--- src/rtl/pw_pkg.sv ---
package pw_pkg;
    // Default geometry shared by the walker modules.
    localparam int unsigned PW_LEVELS = 5;
    localparam int unsigned PW_IDX_W  = 9;
    localparam int unsigned PW_PPN_W  = 24;
    localparam int unsigned PW_ENT_W  = 32;
    localparam int unsigned PW_SETS   = 8;

    // Walk controller states.
    typedef enum logic [2:0] {
        ST_IDLE,
        ST_LOOKUP,
        ST_ISSUE,
        ST_WAIT,
        ST_RESP
    } walk_state_e;
endpackage

--- src/rtl/pw_index_sel.sv ---
// Forms the memory word address for the current level.
// Assumes level 0 takes the most significant index slice of the page number.
module pw_index_sel #(
    parameter int unsigned LEVELS = pw_pkg::PW_LEVELS,
    parameter int unsigned IDX_W  = pw_pkg::PW_IDX_W,
    parameter int unsigned PPN_W  = pw_pkg::PW_PPN_W,
    localparam int unsigned VPN_W  = LEVELS * IDX_W,
    localparam int unsigned LVL_W  = $clog2(LEVELS),
    localparam int unsigned ADDR_W = PPN_W + IDX_W
) (
    input  logic [VPN_W-1:0]  vpn,
    input  logic [LVL_W-1:0]  level,
    input  logic [PPN_W-1:0]  table_ptr,
    output logic [ADDR_W-1:0] rd_addr
);
    logic [IDX_W-1:0] slice;

    // Select the index slice that belongs to the current level.
    always_comb begin
        slice = '0;
        for (int l = 0; l < int'(LEVELS); l++) begin
            if (level == LVL_W'(l)) begin
                slice = vpn[int'(VPN_W) - 1 - l * int'(IDX_W) -: IDX_W];
            end
        end
    end

    assign rd_addr = {table_ptr, slice};
endmodule

--- src/rtl/pw_walk_cache.sv ---
// 2-way set-associative cache of intermediate table pointers.
// An entry holds the table pointer for level k (1..LEVELS-1), tagged by
// level, the page-number bits above slice k and the root pointer.
// Lookup compares every cacheable level in parallel and reports the deepest
// hit. Assumes lookup and insert never occur in the same cycle.
module pw_walk_cache #(
    parameter int unsigned LEVELS = pw_pkg::PW_LEVELS,
    parameter int unsigned IDX_W  = pw_pkg::PW_IDX_W,
    parameter int unsigned PPN_W  = pw_pkg::PW_PPN_W,
    parameter int unsigned SETS   = pw_pkg::PW_SETS,
    localparam int unsigned VPN_W = LEVELS * IDX_W,
    localparam int unsigned LVL_W = $clog2(LEVELS),
    localparam int unsigned SET_W = $clog2(SETS),
    localparam int unsigned NLVL  = LEVELS - 1
) (
    input  logic             clk,
    input  logic             rst_n,
    input  logic             lk_en,
    input  logic [VPN_W-1:0] lk_vpn,
    input  logic [PPN_W-1:0] lk_root,
    output logic             lk_hit,
    output logic [LVL_W-1:0] lk_level,
    output logic [PPN_W-1:0] lk_ptr,
    input  logic             ins_en,
    input  logic [LVL_W-1:0] ins_level,
    input  logic [VPN_W-1:0] ins_vpn,
    input  logic [PPN_W-1:0] ins_root,
    input  logic [PPN_W-1:0] ins_ptr
);
    localparam int unsigned WAYS = 2;

    function automatic logic [VPN_W-1:0] keep_mask(input int unsigned n);
        keep_mask = ~({VPN_W{1'b1}} >> (n * IDX_W));
    endfunction

    logic             e_v    [SETS][WAYS];
    logic [LVL_W-1:0] e_lvl  [SETS][WAYS];
    logic [VPN_W-1:0] e_pfx  [SETS][WAYS];
    logic [PPN_W-1:0] e_root [SETS][WAYS];
    logic [PPN_W-1:0] e_ptr  [SETS][WAYS];
    logic [SETS-1:0]  lru_q;

    logic [SET_W-1:0] lvl_set [NLVL];
    logic [WAYS-1:0]  lvl_hit [NLVL];
    logic [SET_W-1:0] hit_set;
    logic             hit_way;
    logic [SET_W-1:0] ins_set;
    logic [VPN_W-1:0] ins_pfx;
    logic             victim;

    genvar k, w;
    for (k = 1; k < LEVELS; k++) begin : g_lvl
        logic [SET_W-1:0] s;
        logic [VPN_W-1:0] pfx;
        logic [WAYS-1:0]  hit;

        assign pfx = lk_vpn & keep_mask(k);
        assign s   = lk_vpn[VPN_W - k * IDX_W +: SET_W] ^ SET_W'(k);

        for (w = 0; w < WAYS; w++) begin : g_way
            assign hit[w] = e_v[s][w] && (e_lvl[s][w] == LVL_W'(k)) &&
                            (e_pfx[s][w] == pfx) && (e_root[s][w] == lk_root);
        end

        assign lvl_set[k-1] = s;
        assign lvl_hit[k-1] = hit;

        // Inserts never duplicate a tag, so one set cannot hit twice.
        p_single_way_r6: assert property (@(posedge clk) disable iff (!rst_n)
            $onehot0(hit));
    end

    // Pick the deepest level that hits.
    always_comb begin
        lk_hit   = 1'b0;
        lk_level = '0;
        lk_ptr   = '0;
        hit_set  = '0;
        hit_way  = 1'b0;
        for (int i = 0; i < int'(NLVL); i++) begin
            if (|lvl_hit[i]) begin
                lk_hit   = 1'b1;
                lk_level = LVL_W'(i + 1);
                hit_set  = lvl_set[i];
                hit_way  = lvl_hit[i][1];
                lk_ptr   = e_ptr[lvl_set[i]][lvl_hit[i][1]];
            end
        end
    end

    // Find the set, prefix and victim way for an insertion.
    always_comb begin
        ins_set = '0;
        ins_pfx = '0;
        for (int i = 1; i < int'(LEVELS); i++) begin
            if (ins_level == LVL_W'(i)) begin
                ins_set = ins_vpn[int'(VPN_W) - i * int'(IDX_W) +: SET_W] ^ SET_W'(i);
                ins_pfx = ins_vpn & keep_mask(i);
            end
        end
        if (!e_v[ins_set][0])      victim = 1'b0;
        else if (!e_v[ins_set][1]) victim = 1'b1;
        else                       victim = lru_q[ins_set];
    end

    // Valid bits and replacement state (lru_q names the way to evict next).
    always_ff @(posedge clk) begin
        if (!rst_n) begin
            for (int s = 0; s < int'(SETS); s++) begin
                for (int v = 0; v < int'(WAYS); v++) e_v[s][v] <= 1'b0;
            end
            lru_q <= '0;
        end else if (ins_en) begin
            e_v[ins_set][victim] <= 1'b1;
            lru_q[ins_set]       <= ~victim;
        end else if (lk_en && lk_hit) begin
            lru_q[hit_set] <= ~hit_way;
        end
    end

    // Entry payload, written on insertion only.
    always_ff @(posedge clk) begin
        if (ins_en) begin
            e_lvl[ins_set][victim]  <= ins_level;
            e_pfx[ins_set][victim]  <= ins_pfx;
            e_root[ins_set][victim] <= ins_root;
            e_ptr[ins_set][victim]  <= ins_ptr;
        end
    end

    p_ins_level_r6: assert property (@(posedge clk) disable iff (!rst_n)
        ins_en |-> (ins_level != '0) && (ins_level < LVL_W'(LEVELS)));

    p_no_overlap_r4: assert property (@(posedge clk) disable iff (!rst_n)
        !(ins_en && lk_en));
endmodule

--- src/rtl/pw_walk_ctrl.sv ---
// Walk sequencer: accepts a request, consults the pointer cache once,
// then issues one read per level and consumes each returned entry.
// Assumes the memory returns exactly one entry per accepted read.
module pw_walk_ctrl #(
    parameter int unsigned LEVELS = pw_pkg::PW_LEVELS,
    parameter int unsigned IDX_W  = pw_pkg::PW_IDX_W,
    parameter int unsigned PPN_W  = pw_pkg::PW_PPN_W,
    parameter int unsigned ENT_W  = pw_pkg::PW_ENT_W,
    localparam int unsigned VPN_W = LEVELS * IDX_W,
    localparam int unsigned LVL_W = $clog2(LEVELS),
    localparam int unsigned CNT_W = $clog2(LEVELS + 1)
) (
    input  logic             clk,
    input  logic             rst_n,
    input  logic             req_valid,
    output logic             req_ready,
    input  logic [VPN_W-1:0] req_vpn,
    input  logic [PPN_W-1:0] req_root,
    output logic             rsp_valid,
    input  logic             rsp_ready,
    output logic [PPN_W-1:0] rsp_ppn,
    output logic             rsp_fault,
    output logic [LVL_W-1:0] rsp_fault_level,
    output logic             mem_rd_valid,
    input  logic             mem_rd_ready,
    input  logic             mem_rdata_valid,
    input  logic [ENT_W-1:0] mem_rdata,
    output logic             busy,
    output logic [VPN_W-1:0] vpn_q,
    output logic [PPN_W-1:0] root_q,
    output logic [LVL_W-1:0] level_q,
    output logic [PPN_W-1:0] ptr_q,
    output logic             lk_en,
    input  logic             lk_hit,
    input  logic [LVL_W-1:0] lk_level,
    input  logic [PPN_W-1:0] lk_ptr,
    output logic             ins_en,
    output logic [LVL_W-1:0] ins_level,
    output logic [PPN_W-1:0] ins_ptr
);
    import pw_pkg::*;

    walk_state_e      state_q;
    logic [CNT_W-1:0] rd_cnt_q;
    logic             ent_ok;
    logic [PPN_W-1:0] ent_ptr;
    logic             at_leaf;

    assign ent_ok  = mem_rdata[0];
    assign ent_ptr = mem_rdata[PPN_W:1];
    assign at_leaf = (level_q == LVL_W'(LEVELS - 1));

    assign req_ready    = (state_q == ST_IDLE);
    assign busy         = (state_q != ST_IDLE);
    assign lk_en        = (state_q == ST_LOOKUP);
    assign mem_rd_valid = (state_q == ST_ISSUE);
    assign rsp_valid    = (state_q == ST_RESP);

    // Insert each valid non-leaf entry as the next level's table pointer.
    always_comb begin
        ins_en    = (state_q == ST_WAIT) && mem_rdata_valid && ent_ok && !at_leaf;
        ins_level = level_q + LVL_W'(1);
        ins_ptr   = ent_ptr;
    end

    // Walk state, current level, pointer and result registers.
    always_ff @(posedge clk) begin
        if (!rst_n) begin
            state_q         <= ST_IDLE;
            vpn_q           <= '0;
            root_q          <= '0;
            level_q         <= '0;
            ptr_q           <= '0;
            rd_cnt_q        <= '0;
            rsp_ppn         <= '0;
            rsp_fault       <= 1'b0;
            rsp_fault_level <= '0;
        end else begin
            unique case (state_q)
                ST_IDLE: begin
                    if (req_valid) begin
                        vpn_q    <= req_vpn;
                        root_q   <= req_root;
                        rd_cnt_q <= '0;
                        state_q  <= ST_LOOKUP;
                    end
                end
                ST_LOOKUP: begin
                    level_q <= lk_hit ? lk_level : '0;
                    ptr_q   <= lk_hit ? lk_ptr : root_q;
                    state_q <= ST_ISSUE;
                end
                ST_ISSUE: begin
                    if (mem_rd_ready) begin
                        rd_cnt_q <= rd_cnt_q + CNT_W'(1);
                        state_q  <= ST_WAIT;
                    end
                end
                ST_WAIT: begin
                    if (mem_rdata_valid) begin
                        if (!ent_ok) begin
                            rsp_ppn         <= '0;
                            rsp_fault       <= 1'b1;
                            rsp_fault_level <= level_q;
                            state_q         <= ST_RESP;
                        end else if (at_leaf) begin
                            rsp_ppn         <= ent_ptr;
                            rsp_fault       <= 1'b0;
                            rsp_fault_level <= '0;
                            state_q         <= ST_RESP;
                        end else begin
                            level_q <= level_q + LVL_W'(1);
                            ptr_q   <= ent_ptr;
                            state_q <= ST_ISSUE;
                        end
                    end
                end
                ST_RESP: begin
                    if (rsp_ready) state_q <= ST_IDLE;
                end
                default: state_q <= ST_IDLE;
            endcase
        end
    end

    p_rsp_hold_r9: assert property (@(posedge clk) disable iff (!rst_n)
        rsp_valid && !rsp_ready |=> rsp_valid && $stable(rsp_ppn) &&
                                    $stable(rsp_fault) && $stable(rsp_fault_level));

    p_accept_busy_r8: assert property (@(posedge clk) disable iff (!rst_n)
        req_valid && req_ready |=> busy && !req_ready);

    p_read_budget_r2: assert property (@(posedge clk) disable iff (!rst_n)
        rsp_valid |-> (rd_cnt_q != '0) && (rd_cnt_q <= CNT_W'(LEVELS)));

    p_fault_level_r3: assert property (@(posedge clk) disable iff (!rst_n)
        rsp_valid && rsp_fault |-> (rsp_fault_level < LVL_W'(LEVELS)) && (rsp_ppn == '0));
endmodule

--- src/rtl/page_walker.sv ---
// Top of the page-table walker: sequencer, pointer cache and address former.
// Assumes one read outstanding at most and a responder that returns one
// entry per accepted read.
module page_walker #(
    parameter int unsigned LEVELS = pw_pkg::PW_LEVELS,
    parameter int unsigned IDX_W  = pw_pkg::PW_IDX_W,
    parameter int unsigned PPN_W  = pw_pkg::PW_PPN_W,
    parameter int unsigned ENT_W  = pw_pkg::PW_ENT_W,
    parameter int unsigned SETS   = pw_pkg::PW_SETS,
    localparam int unsigned VPN_W  = LEVELS * IDX_W,
    localparam int unsigned LVL_W  = $clog2(LEVELS),
    localparam int unsigned ADDR_W = PPN_W + IDX_W
) (
    input  logic              clk,
    input  logic              rst_n,
    input  logic              req_valid,
    output logic              req_ready,
    input  logic [VPN_W-1:0]  req_vpn,
    input  logic [PPN_W-1:0]  req_root,
    output logic              rsp_valid,
    input  logic              rsp_ready,
    output logic [PPN_W-1:0]  rsp_ppn,
    output logic              rsp_fault,
    output logic [LVL_W-1:0]  rsp_fault_level,
    output logic              mem_rd_valid,
    input  logic              mem_rd_ready,
    output logic [ADDR_W-1:0] mem_rd_addr,
    input  logic              mem_rdata_valid,
    input  logic [ENT_W-1:0]  mem_rdata,
    output logic              busy
);
    logic [VPN_W-1:0] vpn_q;
    logic [PPN_W-1:0] root_q;
    logic [LVL_W-1:0] level_q;
    logic [PPN_W-1:0] ptr_q;
    logic             lk_en;
    logic             lk_hit;
    logic [LVL_W-1:0] lk_level;
    logic [PPN_W-1:0] lk_ptr;
    logic             ins_en;
    logic [LVL_W-1:0] ins_level;
    logic [PPN_W-1:0] ins_ptr;

    pw_walk_ctrl #(
        .LEVELS(LEVELS), .IDX_W(IDX_W), .PPN_W(PPN_W), .ENT_W(ENT_W)
    ) i_ctrl (
        .clk(clk), .rst_n(rst_n),
        .req_valid(req_valid), .req_ready(req_ready),
        .req_vpn(req_vpn), .req_root(req_root),
        .rsp_valid(rsp_valid), .rsp_ready(rsp_ready),
        .rsp_ppn(rsp_ppn), .rsp_fault(rsp_fault), .rsp_fault_level(rsp_fault_level),
        .mem_rd_valid(mem_rd_valid), .mem_rd_ready(mem_rd_ready),
        .mem_rdata_valid(mem_rdata_valid), .mem_rdata(mem_rdata),
        .busy(busy),
        .vpn_q(vpn_q), .root_q(root_q), .level_q(level_q), .ptr_q(ptr_q),
        .lk_en(lk_en), .lk_hit(lk_hit), .lk_level(lk_level), .lk_ptr(lk_ptr),
        .ins_en(ins_en), .ins_level(ins_level), .ins_ptr(ins_ptr)
    );

    pw_walk_cache #(
        .LEVELS(LEVELS), .IDX_W(IDX_W), .PPN_W(PPN_W), .SETS(SETS)
    ) i_cache (
        .clk(clk), .rst_n(rst_n),
        .lk_en(lk_en), .lk_vpn(vpn_q), .lk_root(root_q),
        .lk_hit(lk_hit), .lk_level(lk_level), .lk_ptr(lk_ptr),
        .ins_en(ins_en), .ins_level(ins_level), .ins_vpn(vpn_q),
        .ins_root(root_q), .ins_ptr(ins_ptr)
    );

    pw_index_sel #(
        .LEVELS(LEVELS), .IDX_W(IDX_W), .PPN_W(PPN_W)
    ) i_index (
        .vpn(vpn_q), .level(level_q), .table_ptr(ptr_q), .rd_addr(mem_rd_addr)
    );

    p_addr_stable_r9: assert property (@(posedge clk) disable iff (!rst_n)
        mem_rd_valid && !mem_rd_ready |=> mem_rd_valid && $stable(mem_rd_addr));

    p_idle_quiet_r1: assert property (@(posedge clk) disable iff (!rst_n)
        req_ready |-> !mem_rd_valid && !rsp_valid);
endmodule

--- config.mk ---
export PLATFORM = sky130hd
export DESIGN_NAME = page_walker
export DESIGN_NICKNAME = d
export VERILOG_FILES = /design/src/rtl/pw_pkg.sv /design/src/rtl/pw_index_sel.sv /design/src/rtl/pw_walk_cache.sv /design/src/rtl/pw_walk_ctrl.sv /design/src/rtl/page_walker.sv
export SDC_FILE = /design/constraint.sdc
export NUM_CORES = 2
export LEC_CHECK = 0
export BUFFER_PORTS_ARGS = -buffer_cell sky130_fd_sc_hd__buf_2
export CAP_MARGIN = 20
export CORE_ASPECT_RATIO = 0.75
export CORE_MARGIN = 8
export CORE_UTILIZATION = 25
export CTS_CLUSTER_SIZE = 30
export DETAILED_ROUTE_END_ITERATION = 6
export SLEW_MARGIN = 30
export SYNTH_ARGS = -nofsm -noshare
export SYNTH_HDL_FRONTEND = slang
export SYNTH_SLANG_ARGS = --single-unit
--- constraint.sdc ---
create_clock -name clk -period 7.9 [get_ports clk]
set_clock_uncertainty 0.1 [all_clocks]
set_input_delay 1.58 -clock clk [delete_from_list [all_inputs] [get_ports clk]]
set_output_delay 1.58 -clock clk [all_outputs]
set_load 0.1 [all_outputs]
==> run_summary.xml <==
<?xml version="1.0" encoding="UTF-8"?>
<metrics>
  <group name="outcome">
    <metric name="status" unit="">finished with violations</metric>
    <metric name="violated_checks" unit="">design-rule violations</metric>
  </group>
  <group name="drt">
    <metric name="num_vias" unit="">67000</metric>
    <metric name="wire_length_per_cell" unit="um">35.1</metric>
    <metric name="firstDrtPassIters" unit="">7</metric>
    <metric name="antenna_violating_nets_post_route" unit="">0</metric>
    <metric name="drt_wl_total" unit="mm">392</metric>
    <metric name="drt_drc" unit="">3</metric>
    <metric name="post_drt_via_cell_ratio" unit="">6.00</metric>
    <metric name="count_of_routing_violations_after_the_opening_detailed_route_iteration" unit="">12000</metric>
  </group>
  <group name="power_and_ir_drop">
    <metric name="max_ir_drop_vdd" unit="mV">0.170</metric>
    <metric name="combPwrFrac" unit="">0.166</metric>
    <metric name="cellLeakagePower" unit="nW">32.3</metric>
    <metric name="p_seq_frac" unit="">0.450</metric>
    <metric name="intPower" unit="mW">14.3</metric>
    <metric name="switching_share" unit="">0.288</metric>
    <metric name="p_clk_frac" unit="">0.384</metric>
    <metric name="power-per-cell-area" unit="nW/um^2">194</metric>
    <metric name="switching_power" unit="mW">5.79</metric>
  </group>
  <group name="sta">
    <metric name="post-route-period-util" unit="">0.825</metric>
    <metric name="final.setup.tns" unit="ns">0</metric>
    <metric name="max_slew.worst_pin.slew" unit="ns">1.22</metric>
    <metric name="maxSlewViolCount" unit="">0</metric>
    <metric name="fin_hold_ws" unit="ns">0.367</metric>
    <metric name="slew_headroom" unit="">0.178</metric>
    <metric name="setup_viol_count_final" unit="">0</metric>
    <metric name="hold_viol" unit="">0</metric>
    <metric name="fmaxAchievable" unit="GHz">0.153</metric>
    <metric name="setup_ws" unit="ns">1.38</metric>
    <metric name="timing.final.crit_period" unit="ns">6.52</metric>
    <metric name="rsz0062_at_grt" unit="">false</metric>
  </group>
  <group name="clock_network">
    <metric name="tritoncts" unit="">done</metric>
    <metric name="ctsLongestPathBuffers" unit="">4</metric>
    <metric name="cts.root.buffer_cell" unit="">sky130_fd_sc_hd__clkbuf_16</metric>
    <metric name="ctsHoldBuffers" unit="">0</metric>
    <metric name="cts_resized" unit="">0</metric>
    <metric name="clkTransAtPathRegs" unit="ns">0.07</metric>
    <metric name="worstSkewPairLatency" unit="ns">0.85</metric>
    <metric name="ctsHtreeMaxLevel" unit="">4</metric>
    <metric name="cts_post_setup_buffers_inserted" unit="">0</metric>
    <metric name="cts-buffers-inserted" unit="">164</metric>
    <metric name="cts_num_sinks" unit="">1543</metric>
  </group>
  <group name="synthesis">
    <metric name="synth_largest_type_area_fraction" unit="">0.464</metric>
    <metric name="ys.flop_type" unit="">sky130_fd_sc_hd__edfxtp_1</metric>
    <metric name="post_synthesis_async_set_or_reset_flop_share" unit="">0</metric>
    <metric name="netlist_top_cells_count" unit="">sky130_fd_sc_hd__edfxtp_1 (1392), sky130_fd_sc_hd__mux4_2 (915), sky130_fd_sc_hd__mux2i_1 (635)</metric>
    <metric name="ys_top_cells_by_area" unit="">sky130_fd_sc_hd__edfxtp_1 (46%), sky130_fd_sc_hd__mux4_2 (23%), sky130_fd_sc_hd__mux2i_1 (7.1%)</metric>
    <metric name="post-synth-top-count-cell" unit="">sky130_fd_sc_hd__edfxtp_1</metric>
    <metric name="yosysSeqAreaShare" unit="">0.497</metric>
    <metric name="synth_top_cell_by_area" unit="">sky130_fd_sc_hd__edfxtp_1</metric>
    <metric name="synth-seq-cells" unit="">1543</metric>
    <metric name="synth_warnings" unit="">0</metric>
    <metric name="synth.distinct_cells" unit="">88</metric>
    <metric name="postSynthAreaPerCell" unit="sq um">14.8</metric>
    <metric name="synth_enable_flop_cells" unit="">1392</metric>
    <metric name="synthesis.area" unit="sq um">90100</metric>
    <metric name="synth_cells" unit="">6073</metric>
    <metric name="synth_fp_nets" unit="">6186</metric>
  </group>
  <group name="global_routing">
    <metric name="met3_track_utilization_from_global_routing" unit="">0.0998</metric>
    <metric name="grt_start_max_net_pins" unit="">84</metric>
    <metric name="grt_pass1_wl" unit="mm">532</metric>
    <metric name="grt_usage" unit="">0.197</metric>
    <metric name="antenna_found_initial" unit="">34</metric>
    <metric name="first_global_vias" unit="">63300</metric>
    <metric name="met2_usage" unit="">0.264</metric>
    <metric name="top_usage_layer" unit="">met1</metric>
    <metric name="grtUsageMet1" unit="">0.269</metric>
    <metric name="grt_total_ovfl" unit="">0</metric>
  </group>
  <group name="critical_path">
    <metric name="critPathKind" unit="">flop to flop</metric>
    <metric name="regToRegStartpoint" unit="">i_ctrl.vpn_q[10]</metric>
    <metric name="worstSetupStartpointType" unit="">flop</metric>
    <metric name="worstPathMaxFanout" unit="">40</metric>
    <metric name="critPathRequiredTime" unit="ns">8.45</metric>
    <metric name="setup.worst_path.start" unit="">i_ctrl.vpn_q[10]</metric>
    <metric name="critPathArrivalTime" unit="ns">7.07</metric>
    <metric name="crit_path_end_kind" unit="">flop</metric>
  </group>
  <group name="floorplanning">
    <metric name="die_h" unit="um">536</metric>
    <metric name="core_box_area" unit="sq um">360000</metric>
    <metric name="die_area" unit="sq um">380000</metric>
    <metric name="start_util" unit="">0.250</metric>
    <metric name="placementRows" unit="">191</metric>
    <metric name="io_pins" unit="">172</metric>
    <metric name="die_width" unit="um">709</metric>
  </group>
  <group name="finish">
    <metric name="drive_gt1_frac" unit="">0.282</metric>
    <metric name="final_net_count" unit="">6316</metric>
    <metric name="flow.area_growth_from_synthesis" unit="%">14.8</metric>
  </group>
  <group name="worst_hold_path">
    <metric name="hold_path_startpoint" unit="">i_ctrl.vpn_q[8]</metric>
    <metric name="timing.hold.worst.class" unit="">flop to flop</metric>
  </group>
  <group name="placement">
    <metric name="dp_worst_setup_slack" unit="ns">1.71</metric>
    <metric name="detailed_place_hpwl" unit="mm">265</metric>
    <metric name="routabilityCongestion" unit="">1.00</metric>
    <metric name="port-buffer-count" unit="">164</metric>
  </group>
  <group name="run">
    <metric name="cap_violations" unit="">0</metric>
  </group>
</metrics>
-- power by group through the flow --
stage	registers, mW	clock network, mW	logic (mW)
6_report	9.04	7.72	3.33
5_1_grt	9.03	8.06	3.36
4_1_cts	9.03	7.75	3.17
3_5_place_dp	9.21	0	3.15
3_3_place_gp	9.21	0	3.13
2_1_floorplan	9.15	0	1.86
-- metal layers --
layer / wire length [um] / vias up / share of wire
li1: - / 25400 / -
met1: 150000 / 34600 / 0.38
met2: 154000 / 6126 / 0.39
met3: 70100 / 900 / 0.18
met4: 16900 / 30 / 0.043
met5: 199 / - / 0.00051
-- flip-flops by register name, summed over array words and instances (netlist names) --
| name | flops |
|---|---|
| i_cache.e_root | 384 |
| i_ctrl.root_q | 24 |
| i_cache.e_ptr | 384 |
| i_ctrl.rsp_ppn | 24 |
| i_ctrl.ptr_q | 24 |
| i_ctrl.vpn_q | 45 |
| i_ctrl.level_q | 3 |
| i_ctrl.rsp_fault_level | 3 |
| i_cache.e_v | 16 |
| i_ctrl.rsp_fault | 1 |
| i_cache.lru_q | 8 |
| i_cache.e_lvl | 48 |
| i_ctrl.state_q | 3 |
| i_cache.e_pfx | 576 |
-- final cells by class --
| cell class | count | area, sq um |
|---|---|---|
| Clock inverter | 85 | 658 |
| Clock buffer | 203 | 4440 |
| Tap cell | 4825 | 6040 |
| Sequential cell | 1543 | 44900 |
| Antenna cell | 19 | 47.5 |
| Timing Repair Buffer | 470 | 3940 |
| Fill cell | 35900 | 256000 |
| Multi-Input combinational cell | 4004 | 43400 |
| Inverter | 20 | 81.3 |
-- path summary, 6_finish.rpt --
kind | endpoint | slack [ns] | cells after the start
worst max-delay path | i_cache.lru_q[0] | 1.38 | 15
worst min-delay path | i_ctrl.vpn_q[8] | 0.37 | 2
worst max register to register | i_cache.lru_q[0] | 1.38 | 15
worst min register to register | i_ctrl.vpn_q[8] | 0.37 | 2
-- cells in the final DEF (no fill, tap or decap), types with 102 or more instances in the layout --
| master | n |
|---|---|
| sky130_fd_sc_hd__a21boi_0 | 114 |
| sky130_fd_sc_hd__mux2i_1 | 635 |
| sky130_fd_sc_hd__nor2_1 | 122 |
| sky130_fd_sc_hd__mux4_2 | 915 |
| sky130_fd_sc_hd__xor2_1 | 125 |
| sky130_fd_sc_hd__buf_2 | 163 |
| sky130_fd_sc_hd__edfxtp_1 | 1392 |
| sky130_fd_sc_hd__nor4_1 | 120 |
| sky130_fd_sc_hd__a22oi_1 | 162 |
| sky130_fd_sc_hd__dfxtp_1 | 135 |
| sky130_fd_sc_hd__clkbuf_16 | 169 |
| sky130_fd_sc_hd__nand2_1 | 445 |
| sky130_fd_sc_hd__o21ai_0 | 102 |
| sky130_fd_sc_hd__nand3_1 | 158 |
| sky130_fd_sc_hd__a21oi_1 | 124 |
| sky130_fd_sc_hd__xnor2_1 | 181 |
| sky130_fd_sc_hd__buf_4 | 243 |
-- cell families after synthesis --
family                   after synthesis  synth area share
multiplexers                        1610             0.310
flip-flops                          1543             0.497
AND/OR/NAND/NOR                     1306            0.0754
AO/OA/AOI/OAI                        765            0.0595
buffers and inverters                526            0.0263
XOR/XNOR                             317            0.0308
adder cells (fa/ha/maj)                6          0.000833
-- critical path, stage by stage (launching register included) --
cell and delay [ns]:
sky130_fd_sc_hd__dfxtp_4 0.83, sky130_fd_sc_hd__buf_12 0.39, sky130_fd_sc_hd__buf_12 0.37, sky130_fd_sc_hd__mux4_2 0.56, sky130_fd_sc_hd__mux2i_1 0.19, sky130_fd_sc_hd__xnor2_1 0.24, sky130_fd_sc_hd__nor3b_1 0.41, sky130_fd_sc_hd__nand4_1 0.30
sky130_fd_sc_hd__nor4_1 0.73, sky130_fd_sc_hd__nand3_1 0.43, sky130_fd_sc_hd__nand2_2 0.37, sky130_fd_sc_hd__a221oi_1 0.14, sky130_fd_sc_hd__buf_4 0.19, sky130_fd_sc_hd__nor3_1 0.59, sky130_fd_sc_hd__a21oi_1 0.16, sky130_fd_sc_hd__a221o_1 0.28
-- stage by stage --
stage | cell area (sq um) | util | instances | total power [mW]
3_5_place_dp | 98200 | 0.273 | 10900 | 12.4
6_report | 103000 | 0.287 | 11200 | 20.1
2_1_floorplan | 90200 | - | 6073 | 11.0
4_1_cts | 103000 | 0.287 | 11100 | 20.0
5_1_grt | 103000 | 0.287 | 11200 | 20.5
3_3_place_gp | 98100 | 0.273 | 10900 | 12.3
(Power assumes the default switching activity.)
